[src/rtl/spec_link_pkg.sv]
package spec_link_pkg;
  localparam int VC_N    = 2;
  localparam int FLIT_W  = 16;
  localparam int Q_DEPTH = 2;
  localparam int VC_W    = (VC_N > 1) ? $clog2(VC_N) : 1;
  localparam int PTR_W   = (Q_DEPTH > 1) ? $clog2(Q_DEPTH) : 1;
  localparam int CNT_W   = $clog2(Q_DEPTH + 1);

  // Strobes from the control to the datapath
  typedef struct packed {
    logic                        linkLoad;
    logic                        linkFromReplay;
    logic [VC_W-1:0]             linkVcNext;
    logic [VC_N-1:0]             slotWrite;
    logic [VC_N-1:0]             qPush;
    logic [VC_N-1:0][PTR_W-1:0]  qWrIdx;
    logic [VC_N-1:0][PTR_W-1:0]  qRdIdx;
  } strobe_t;
endpackage

[src/rtl/spec_link_ctrl.sv]
module spec_link_ctrl
  import spec_link_pkg::*;
(
  input  logic            clk,
  input  logic            rstN,
  input  logic            srcValid,
  input  logic [VC_W-1:0] srcVc,
  output logic [VC_N-1:0] srcReady,
  input  logic [VC_N-1:0] dstPop,
  output logic [VC_N-1:0] dstValid,
  output logic            linkValid,
  output logic [VC_W-1:0] linkVc,
  output logic [VC_N-1:0] linkReject,
  output strobe_t         strb
);
  logic            linkValidQ;
  logic [VC_W-1:0] linkVcQ;
  logic [VC_N-1:0] rejQ;

  logic [VC_N-1:0] inFlight, qFull, qTake, rejNext, qPop;
  logic            replayHit, newSend;
  logic [VC_W-1:0] replayVc;

  logic [CNT_W-1:0] cnt   [VC_N];
  logic [PTR_W-1:0] wrPtr [VC_N];
  logic [PTR_W-1:0] rdPtr [VC_N];

  function automatic logic [PTR_W-1:0] bumpPtr(input logic [PTR_W-1:0] p);
    return (p == PTR_W'(Q_DEPTH - 1)) ? '0 : p + PTR_W'(1);
  endfunction

  // a pending reject owns the next link slot
  always_comb begin
    replayHit = |rejQ;
    replayVc  = '0;
    for (int v = 0; v < VC_N; v++) begin
      if (rejQ[v]) replayVc = VC_W'(v);
    end
  end

  // a channel may launch only when its replay slot is free
  always_comb begin
    newSend = 1'b0;
    for (int v = 0; v < VC_N; v++) begin
      inFlight[v] = linkValidQ && (linkVcQ == VC_W'(v));
      srcReady[v] = !replayHit && !inFlight[v];
      if (srcValid && (srcVc == VC_W'(v)) && srcReady[v]) newSend = 1'b1;
    end
  end

  // verdict taken on the occupancy seen at arrival; R8: pop gated by occupancy
  always_comb begin
    for (int v = 0; v < VC_N; v++) begin
      qFull[v]   = (cnt[v] == CNT_W'(Q_DEPTH));
      qTake[v]   = inFlight[v] && !qFull[v];
      rejNext[v] = inFlight[v] && qFull[v];
      qPop[v]    = dstPop[v] && (cnt[v] != '0);
      dstValid[v] = (cnt[v] != '0);
    end
  end

  always_comb begin
    strb                = '0;
    strb.linkLoad       = replayHit || newSend;
    strb.linkFromReplay = replayHit;
    strb.linkVcNext     = replayHit ? replayVc : srcVc;
    strb.qPush          = qTake;
    for (int v = 0; v < VC_N; v++) begin
      strb.slotWrite[v] = newSend && (srcVc == VC_W'(v));
      strb.qWrIdx[v]    = wrPtr[v];
      strb.qRdIdx[v]    = rdPtr[v];
    end
  end

  always_ff @(posedge clk or negedge rstN) begin
    if (!rstN) begin
      linkValidQ <= 1'b0;
      linkVcQ    <= '0;
      rejQ       <= '0;
    end else begin
      linkValidQ <= strb.linkLoad;
      linkVcQ    <= strb.linkVcNext;
      rejQ       <= rejNext;
    end
  end

  for (genvar v = 0; v < VC_N; v++) begin : g_occ
    always_ff @(posedge clk or negedge rstN) begin
      if (!rstN) begin
        cnt[v]   <= '0;
        wrPtr[v] <= '0;
        rdPtr[v] <= '0;
      end else begin
        if (qTake[v]) wrPtr[v] <= bumpPtr(wrPtr[v]);
        if (qPop[v])  rdPtr[v] <= bumpPtr(rdPtr[v]);
        case ({qTake[v], qPop[v]})
          2'b10:   cnt[v] <= cnt[v] + CNT_W'(1);
          2'b01:   cnt[v] <= cnt[v] - CNT_W'(1);
          default: cnt[v] <= cnt[v];
        endcase
      end
    end
  end

  assign linkValid  = linkValidQ;
  assign linkVc     = linkVcQ;
  assign linkReject = rejQ;
endmodule

[src/rtl/spec_link_dp.sv]
module spec_link_dp
  import spec_link_pkg::*;
(
  input  logic                   clk,
  input  logic                   rstN,
  input  strobe_t                strb,
  input  logic [FLIT_W-1:0]      srcData,
  output logic [FLIT_W-1:0]      linkData,
  output logic [VC_N*FLIT_W-1:0] dstData
);
  logic [FLIT_W-1:0] slot [VC_N];
  logic [FLIT_W-1:0] linkDataQ;

  // Replay slots: one flit per channel awaiting its verdict
  for (genvar v = 0; v < VC_N; v++) begin : g_slot
    always_ff @(posedge clk or negedge rstN) begin
      if (!rstN)                 slot[v] <= '0;
      else if (strb.slotWrite[v]) slot[v] <= srcData;
    end
  end

  always_ff @(posedge clk or negedge rstN) begin
    if (!rstN)             linkDataQ <= '0;
    else if (strb.linkLoad) linkDataQ <= strb.linkFromReplay ? slot[strb.linkVcNext] : srcData;
  end

  // per-channel receive queues
  for (genvar v = 0; v < VC_N; v++) begin : g_queue
    logic [FLIT_W-1:0] qMem [Q_DEPTH];
    always_ff @(posedge clk) begin
      if (strb.qPush[v]) qMem[strb.qWrIdx[v]] <= linkDataQ;
    end
    assign dstData[v*FLIT_W +: FLIT_W] = qMem[strb.qRdIdx[v]];
  end

  assign linkData = linkDataQ;
endmodule

[src/rtl/spec_link.sv]
module spec_link
  import spec_link_pkg::*;
(
  input  logic                   clk,
  input  logic                   rstN,
  input  logic                   srcValid,
  input  logic [VC_W-1:0]        srcVc,
  input  logic [FLIT_W-1:0]      srcData,
  output logic [VC_N-1:0]        srcReady,
  output logic                   linkValid,
  output logic [VC_W-1:0]        linkVc,
  output logic [FLIT_W-1:0]      linkData,
  output logic [VC_N-1:0]        linkReject,
  input  logic [VC_N-1:0]        dstPop,
  output logic [VC_N-1:0]        dstValid,
  output logic [VC_N*FLIT_W-1:0] dstData
);
  strobe_t strb;

  spec_link_ctrl u_ctrl (
    .clk        (clk),
    .rstN       (rstN),
    .srcValid   (srcValid),
    .srcVc      (srcVc),
    .srcReady   (srcReady),
    .dstPop     (dstPop),
    .dstValid   (dstValid),
    .linkValid  (linkValid),
    .linkVc     (linkVc),
    .linkReject (linkReject),
    .strb       (strb)
  );

  spec_link_dp u_dp (
    .clk      (clk),
    .rstN     (rstN),
    .strb     (strb),
    .srcData  (srcData),
    .linkData (linkData),
    .dstData  (dstData)
  );
endmodule

[config.mk]
export PLATFORM = sky130hd
export DESIGN_NAME = spec_link
export DESIGN_NICKNAME = d
export VERILOG_FILES = /design/src/rtl/spec_link_pkg.sv /design/src/rtl/spec_link_ctrl.sv /design/src/rtl/spec_link_dp.sv /design/src/rtl/spec_link.sv
export SDC_FILE = /design/constraint.sdc
export NUM_CORES = 1
export LEC_CHECK = 0
export ABC_AREA = 1
export BUFFER_PORTS_ARGS = -buffer_cell sky130_fd_sc_hd__buf_2
export CORE_MARGIN = 2
export CORE_UTILIZATION = 40
export CTS_BUF_LIST = sky130_fd_sc_hd__clkbuf_8 sky130_fd_sc_hd__clkbuf_16
export DETAILED_ROUTE_END_ITERATION = 10
export GPL_ROUTABILITY_DRIVEN = 1
export PLACE_DENSITY_LB_ADDON = 0.05
export SYNTH_ARGS = -nofsm -noshare
export SYNTH_HDL_FRONTEND = slang
export SYNTH_SLANG_ARGS = --single-unit
[constraint.sdc]
create_clock -name clk -period 2.7 [get_ports clk]
set_input_delay 0.135 -clock clk [delete_from_list [all_inputs] [get_ports clk]]
set_output_delay 0.135 -clock clk [all_outputs]
set_load 0.02 [all_outputs]
Word-level counts from Yosys, hierarchy flattened --
Memory sizes are Yosys's and may differ from the RTL's. Index checks and enable logic that the tools add are counted.
Storage, ports and cells: word-level logic and storage cells 77, output and inout bits 56, input port bits 22, bits in registers 60, RAM bits 64, memories kept 2
Operators by class: bitwise logic cells 3, equal/unequal tests 6, magnitude comparators 1, reduce and logical (&&, ||, !) cells 27, add/sub/neg operators 8, muxes and demuxes 18
Memory list:
- u_dp.g_queue[0].qMem | depth 2, bits a word 16, read ports 1, clocked after Yosys merged registers in 0, wr ports 1, line spec_link_dp.sv:29 | logic [FLIT_W-1:0] qMem [Q_DEPTH];
- u_dp.g_queue[1].qMem | depth 2, bits a word 16, read ports 1, clocked after Yosys merged registers in 0, wr ports 1, line spec_link_dp.sv:29
Operator list (number):
- two-way mux 16 bit | 4
- logical AND 1 bit | 16
- two-way mux 1 bit | 12
- equality test 2 bit, second input constant | 4
- one-hot mux 2 bit (2 select lines) | 2
- nonzero test 2 bit | 4
- zero test 1 bit | 5
- adder 1 bit, second input constant | 4
- adder 2 x 1 -> 2 bit, second input constant | 2
- equality test 2 x 1 -> 1 bit, second input constant | 2
- subtractor 2 x 1 -> 2 bit, second input constant | 2
- greater-or-equal comparator 2 bit, second input constant | 1
- NOT 1 bit | 2
- NOT 1 -> 2 bit | 1
- OR reduction 2 bit | 1
- logical OR 1 bit | 1

Longest topological paths before layout --
depth after elaboration 8, gate-level depth with buffers 8

Modules after synthesis --
From an unflattened synthesis, not the netlist that was laid out.
Second synthesis, totals: cell total of the unflattened synthesis 451, area total of the unflattened synthesis 5228.8 um^2
By module, submodules not included:
- spec_link_dp | seq. area each 3123.0 um^2, cells an instance 366, area an instance 4574.4 um^2, instances 1
- spec_link_ctrl | seq. area each 300.3 um^2, cells an instance 85, area an instance 654.4 um^2, instances 1

Worst setup path before layout --
No wires, ideal clock.
path type reg2reg, start reg u_ctrl.linkVcQ (netlist: u_ctrl.linkVc), end mem u_dp.g_queue[0].qMem[0][0], enable pin, setup slack 0.735 ns, stages on the path, launching flop included 6, period minus slack after synthesis 1.965 ns, arrival 1.576 ns, library setup time 0.388 ns, path through dfrtp_1 inv_1 nand2_1 inv_1 o21ai_0 nor2_1
On the way: word-level cells in the longest chain between the ends 5
RTL lines:
- start, declared | line spec_link_ctrl.sv:17 | logic [VC_W-1:0] linkVcQ;
- start signal, assigned | line spec_link_ctrl.sv:82 | linkVcQ <= strb.linkVcNext;
- NOT 1 bit | line spec_link_ctrl.sv:45 | inFlight[v] = linkValidQ && (linkVcQ == VC_W'(v));
- logical AND 1 bit | line spec_link_ctrl.sv:45
- logical AND 1 bit | line spec_link_ctrl.sv:55 | qTake[v] = inFlight[v] && !qFull[v];
- two-way mux 1 bit | line spec_link_dp.sv:31 | if (strb.qPush[v]) qMem[strb.qWrIdx[v]] <= linkDataQ;
- two-way mux 1 bit (not written as such) | line spec_link_dp.sv:31
- end, declared | line spec_link_dp.sv:29
No other way between the ends.

Worst setup path in the final report --
start reg u_ctrl.rdPtr (netlist bit u_ctrl.strb[0]), end out dstData[13]
On the way: word-level cells in the longest chain between the ends 1
RTL lines:
- start, declared | line spec_link_ctrl.sv:26 | logic [PTR_W-1:0] rdPtr [VC_N];
- start signal, assigned by index | line spec_link_ctrl.sv:95 | if (qPop[v]) rdPtr[v] <= bumpPtr(rdPtr[v]);
- memory read (2 x 16 bit)
- end, declared | line spec_link.sv:16 | output logic [VC_N*FLIT_W-1:0] dstData
No other way between the ends.

==> impl_metrics.ini <==
[logic_synthesis]
yosys-mux-area-fraction_pct = 0
yosys.area_share.simple_pct = 22.9
synth_fa_ha_area_share_pct = 0.478
syn_nets = 564
synth_top_area_share_pct = 36.7
ys_warn_count = 0
syn_inst = 540
synth_top_area_cell = edfxtp_1
yosysSeqAreaShare_pct = 65.3
synth_cell_types = 24
synthTopCellsByCount = nand2_1, edfxtp_1, dfrtp_1
syn_avg_cell_area_um2 = 9.70
ys.flop_type = edfxtp_1
syn_area_mm2 = 0.00524
ys_top_cells_by_area = edfxtp_1, dfrtp_1, nand2_1, inv_1, nor2_1
yosysMostFrequentCell = nand2_1
synth-edff-count = 64
yosys.area_share.xor_xnor_pct = 1.34
async_reset_ff_share_pct = 48.4
synth-seq-cells = 124
synth_top_family_by_area = simple AND/OR/NAND/NOR gates
synth-compound-area-share_pct = 3.68

[power]
ir_worst_vdd_uv = 440
power_density_mw_per_mm2 = 1250
leakage_nw = 3.19
p_total_mw = 8.10

[layout]
finalNonFillerCells = 823
fin_nets = 662
layout-drive-gt1-share_pct = 18.7
fin_util_pct = 51.1
area_delta_synth_final_pct = 24.1
antenna_cells = 0

[timing]
clock_skew_ns = 0.00816
fin_ws_ns = 0.623
setup_tns_ns = 0
setup_viol = 0
fmax_mhz = 481
finalHoldViolations = 0
period_share_pct = 76.9
max_slew.worst_pin.slew_ns = 0.693
fin_crit_ns = 2.08
drv_slew = 0
rsz0062_at_grt = false
relSlewSlack_pct = 53.7

[placed_design]
dp_slack_ns = 0.907
io_buffers = 77
dp_hpwl_um = 7250
gp_congestion = 0.765
placed_cells = 775

[setup_path]
crit_slowest_cell = clkinv_1
startpoint = u_ctrl.strb[0]
arrival_ns = 1.94
rr_endpoint = u_dp.linkData[4]
crit_required_ns = 2.57
cp-endpoint = dstData[13]
crit_chain = buf_4, clkinv_1, nand2_1, nand2_1, buf_2
crit_type = reg2out
endpoint_kind = primary output
cp_max_fo = 17
r2r-start = u_ctrl.linkReject[1]
start_kind = flop
crit_path_max_incr_delay_ns = 0.52
reg2reg_depth = 5
r2r_slack_ns = 0.93
critPathMostFrequentCell = nand2_1

[cts]
cts_tree = done
root_buffer = clkbuf_16
clock_sinks = 124
h-tree-depth = 4
clockBufferDepth = 2
cts_inserted_buffers = 17
clk_latency_ns = 0.41
cts.clk_slew.worst_paths_ns = 0.05

[global_route]
busiest_layer = met2
grt_overflow = 0
grtUsageMet1_pct = 23.7
antenna_found_initial = 0
grt_max_degree = 50
gr-usage-met2_pct = 25.1
grt_pass1_vias = 3363
grt_use_total_pct = 16.9
grt_use_met3_pct = 4.44
grt_pass1_wl_um = 18000

[drt]
detail-route-antenna-nets = 0
drcViolationCount = 0
drt_pass1_iterations = 4
drtIter0Drc = 269
viasPerCell = 4.59
post_drt_wl_per_cell_um = 13.7
vias = 3779
wl_um = 11300

[floorplan]
io_pins = 78
dieArea_mm2 = 0.0140
rows = 41
core_area_mm2 = 0.0127
die_x_um = 118
die_h_um = 118
initial_core_util_pct = 41.2

[worst_hold_path]
hp-class = in2reg
hold-path-cell-count = 3

[flow_run]
max_cap_viol_count = 0

[status]
status = complete, no violations
-- worst max-delay path, delay by kind of cell (launching register included) --
family | cells | cell delay [ns]
AND/OR/NAND/NOR | 2 | 0.30
buffers and inverters | 3 | 0.91
flip-flops | 1 | 0.31
-- power by group --
group / switching, mW / leakage (nW) / internal (mW)
Combinational: 1.85 / 1.58 / 0.899
Clock: 0.758 / 0.293 / 1.35
Sequential: 0.440 / 1.33 / 2.80
-- final cells by class --
cell class	count	area (µm²)
Clock inverter	14	118
Multi-Input combinational cell	342	1490
Fill cell	1204	6220
Clock buffer	18	439
Tap cell	172	215
Sequential cell	124	3420
Timing Repair Buffer	106	643
Inverter	47	176
-- repair_timing --
| action | 4_1_cts | 5_1_grt |
|---|---|---|
| gates resized for setup | 0 | 0 |
| endpoints found under the hold margin | 81 | 0 |
| hold buffers | 16 | 0 |
| buffers inserted | 0 | 0 |
-- layer usage --
layer | vias up | wire length (µm)
li1 | 1922 | -
met3 | 13 | 448
met2 | 86 | 5130
met5 | - | 0
met4 | 0 | 142
met1 | 1758 | 5590
-- logic make-up after synthesis --
| group | after synthesis |
|---|---|
| compound gates | 38 |
| buf+inv | 74 |
| fa+ha+maj | 2 |
| flops | 124 |
| xor+xnor | 8 |
| simple gates | 294 |
-- registers in the layout, summed over array words and instances (netlist names) --
signal	flops
u_ctrl.strb	4
u_ctrl.linkReject	2
u_dp.g_queue.qMem	64
u_ctrl.linkVc	1
u_ctrl.linkValid	1
u_dp.slot	32
u_dp.linkData	16
u_ctrl.cnt	4
-- worst min-delay path by stage --
stage,end,startpoint,slack (ns)
6_report,u_dp.slot[30],srcData[14],0.01
3_3_place_gp,u_dp.slot[17],rstN,0.16
5_1_grt,u_dp.slot[14],srcData[14],0.03
2_1_floorplan,u_ctrl.cnt[0],rstN,-0.16
3_5_place_dp,u_dp.slot[2],rstN,0.16
4_1_cts,u_dp.slot[30],srcData[14],0.0007
-- metrics by stage --
| step | instance area, µm² | hold slack [ns] |
|---|---|---|
| final | 6500 | 0.0121 |
| after global routing | 6500 | 0.0336 |
| after CTS | 6500 | 0.000676 |
| after detailed placement | 5780 | 0.164 |
| after global placement | 5780 | 0.161 |
| after floorplan | 5240 | -0.161 |
-- layout by cell type (no fill, tap or decap) --
master	n
a21oi_1	2
buf_2	77
buf_4	13
bufinv_16	2
clkbuf_16	17
clkbuf_8	1
clkinv_1	2
clkinv_2	4
clkinvlp_4	2
dfrtp_1	60
dlygate4sd3_1	16
edfxtp_1	64
ha_1	2
inv_1	51
nand2_1	216
nand3_1	16
nand3_2	3
nand4_1	16
nor2_1	37
nor2_4	1
nor3_1	3
o21ai_0	15
o21ai_1	20
o21bai_1	1
or2_2	2
xnor2_1	2
xor2_1	6
Note: power is estimated with default switching activity, not from simulation.
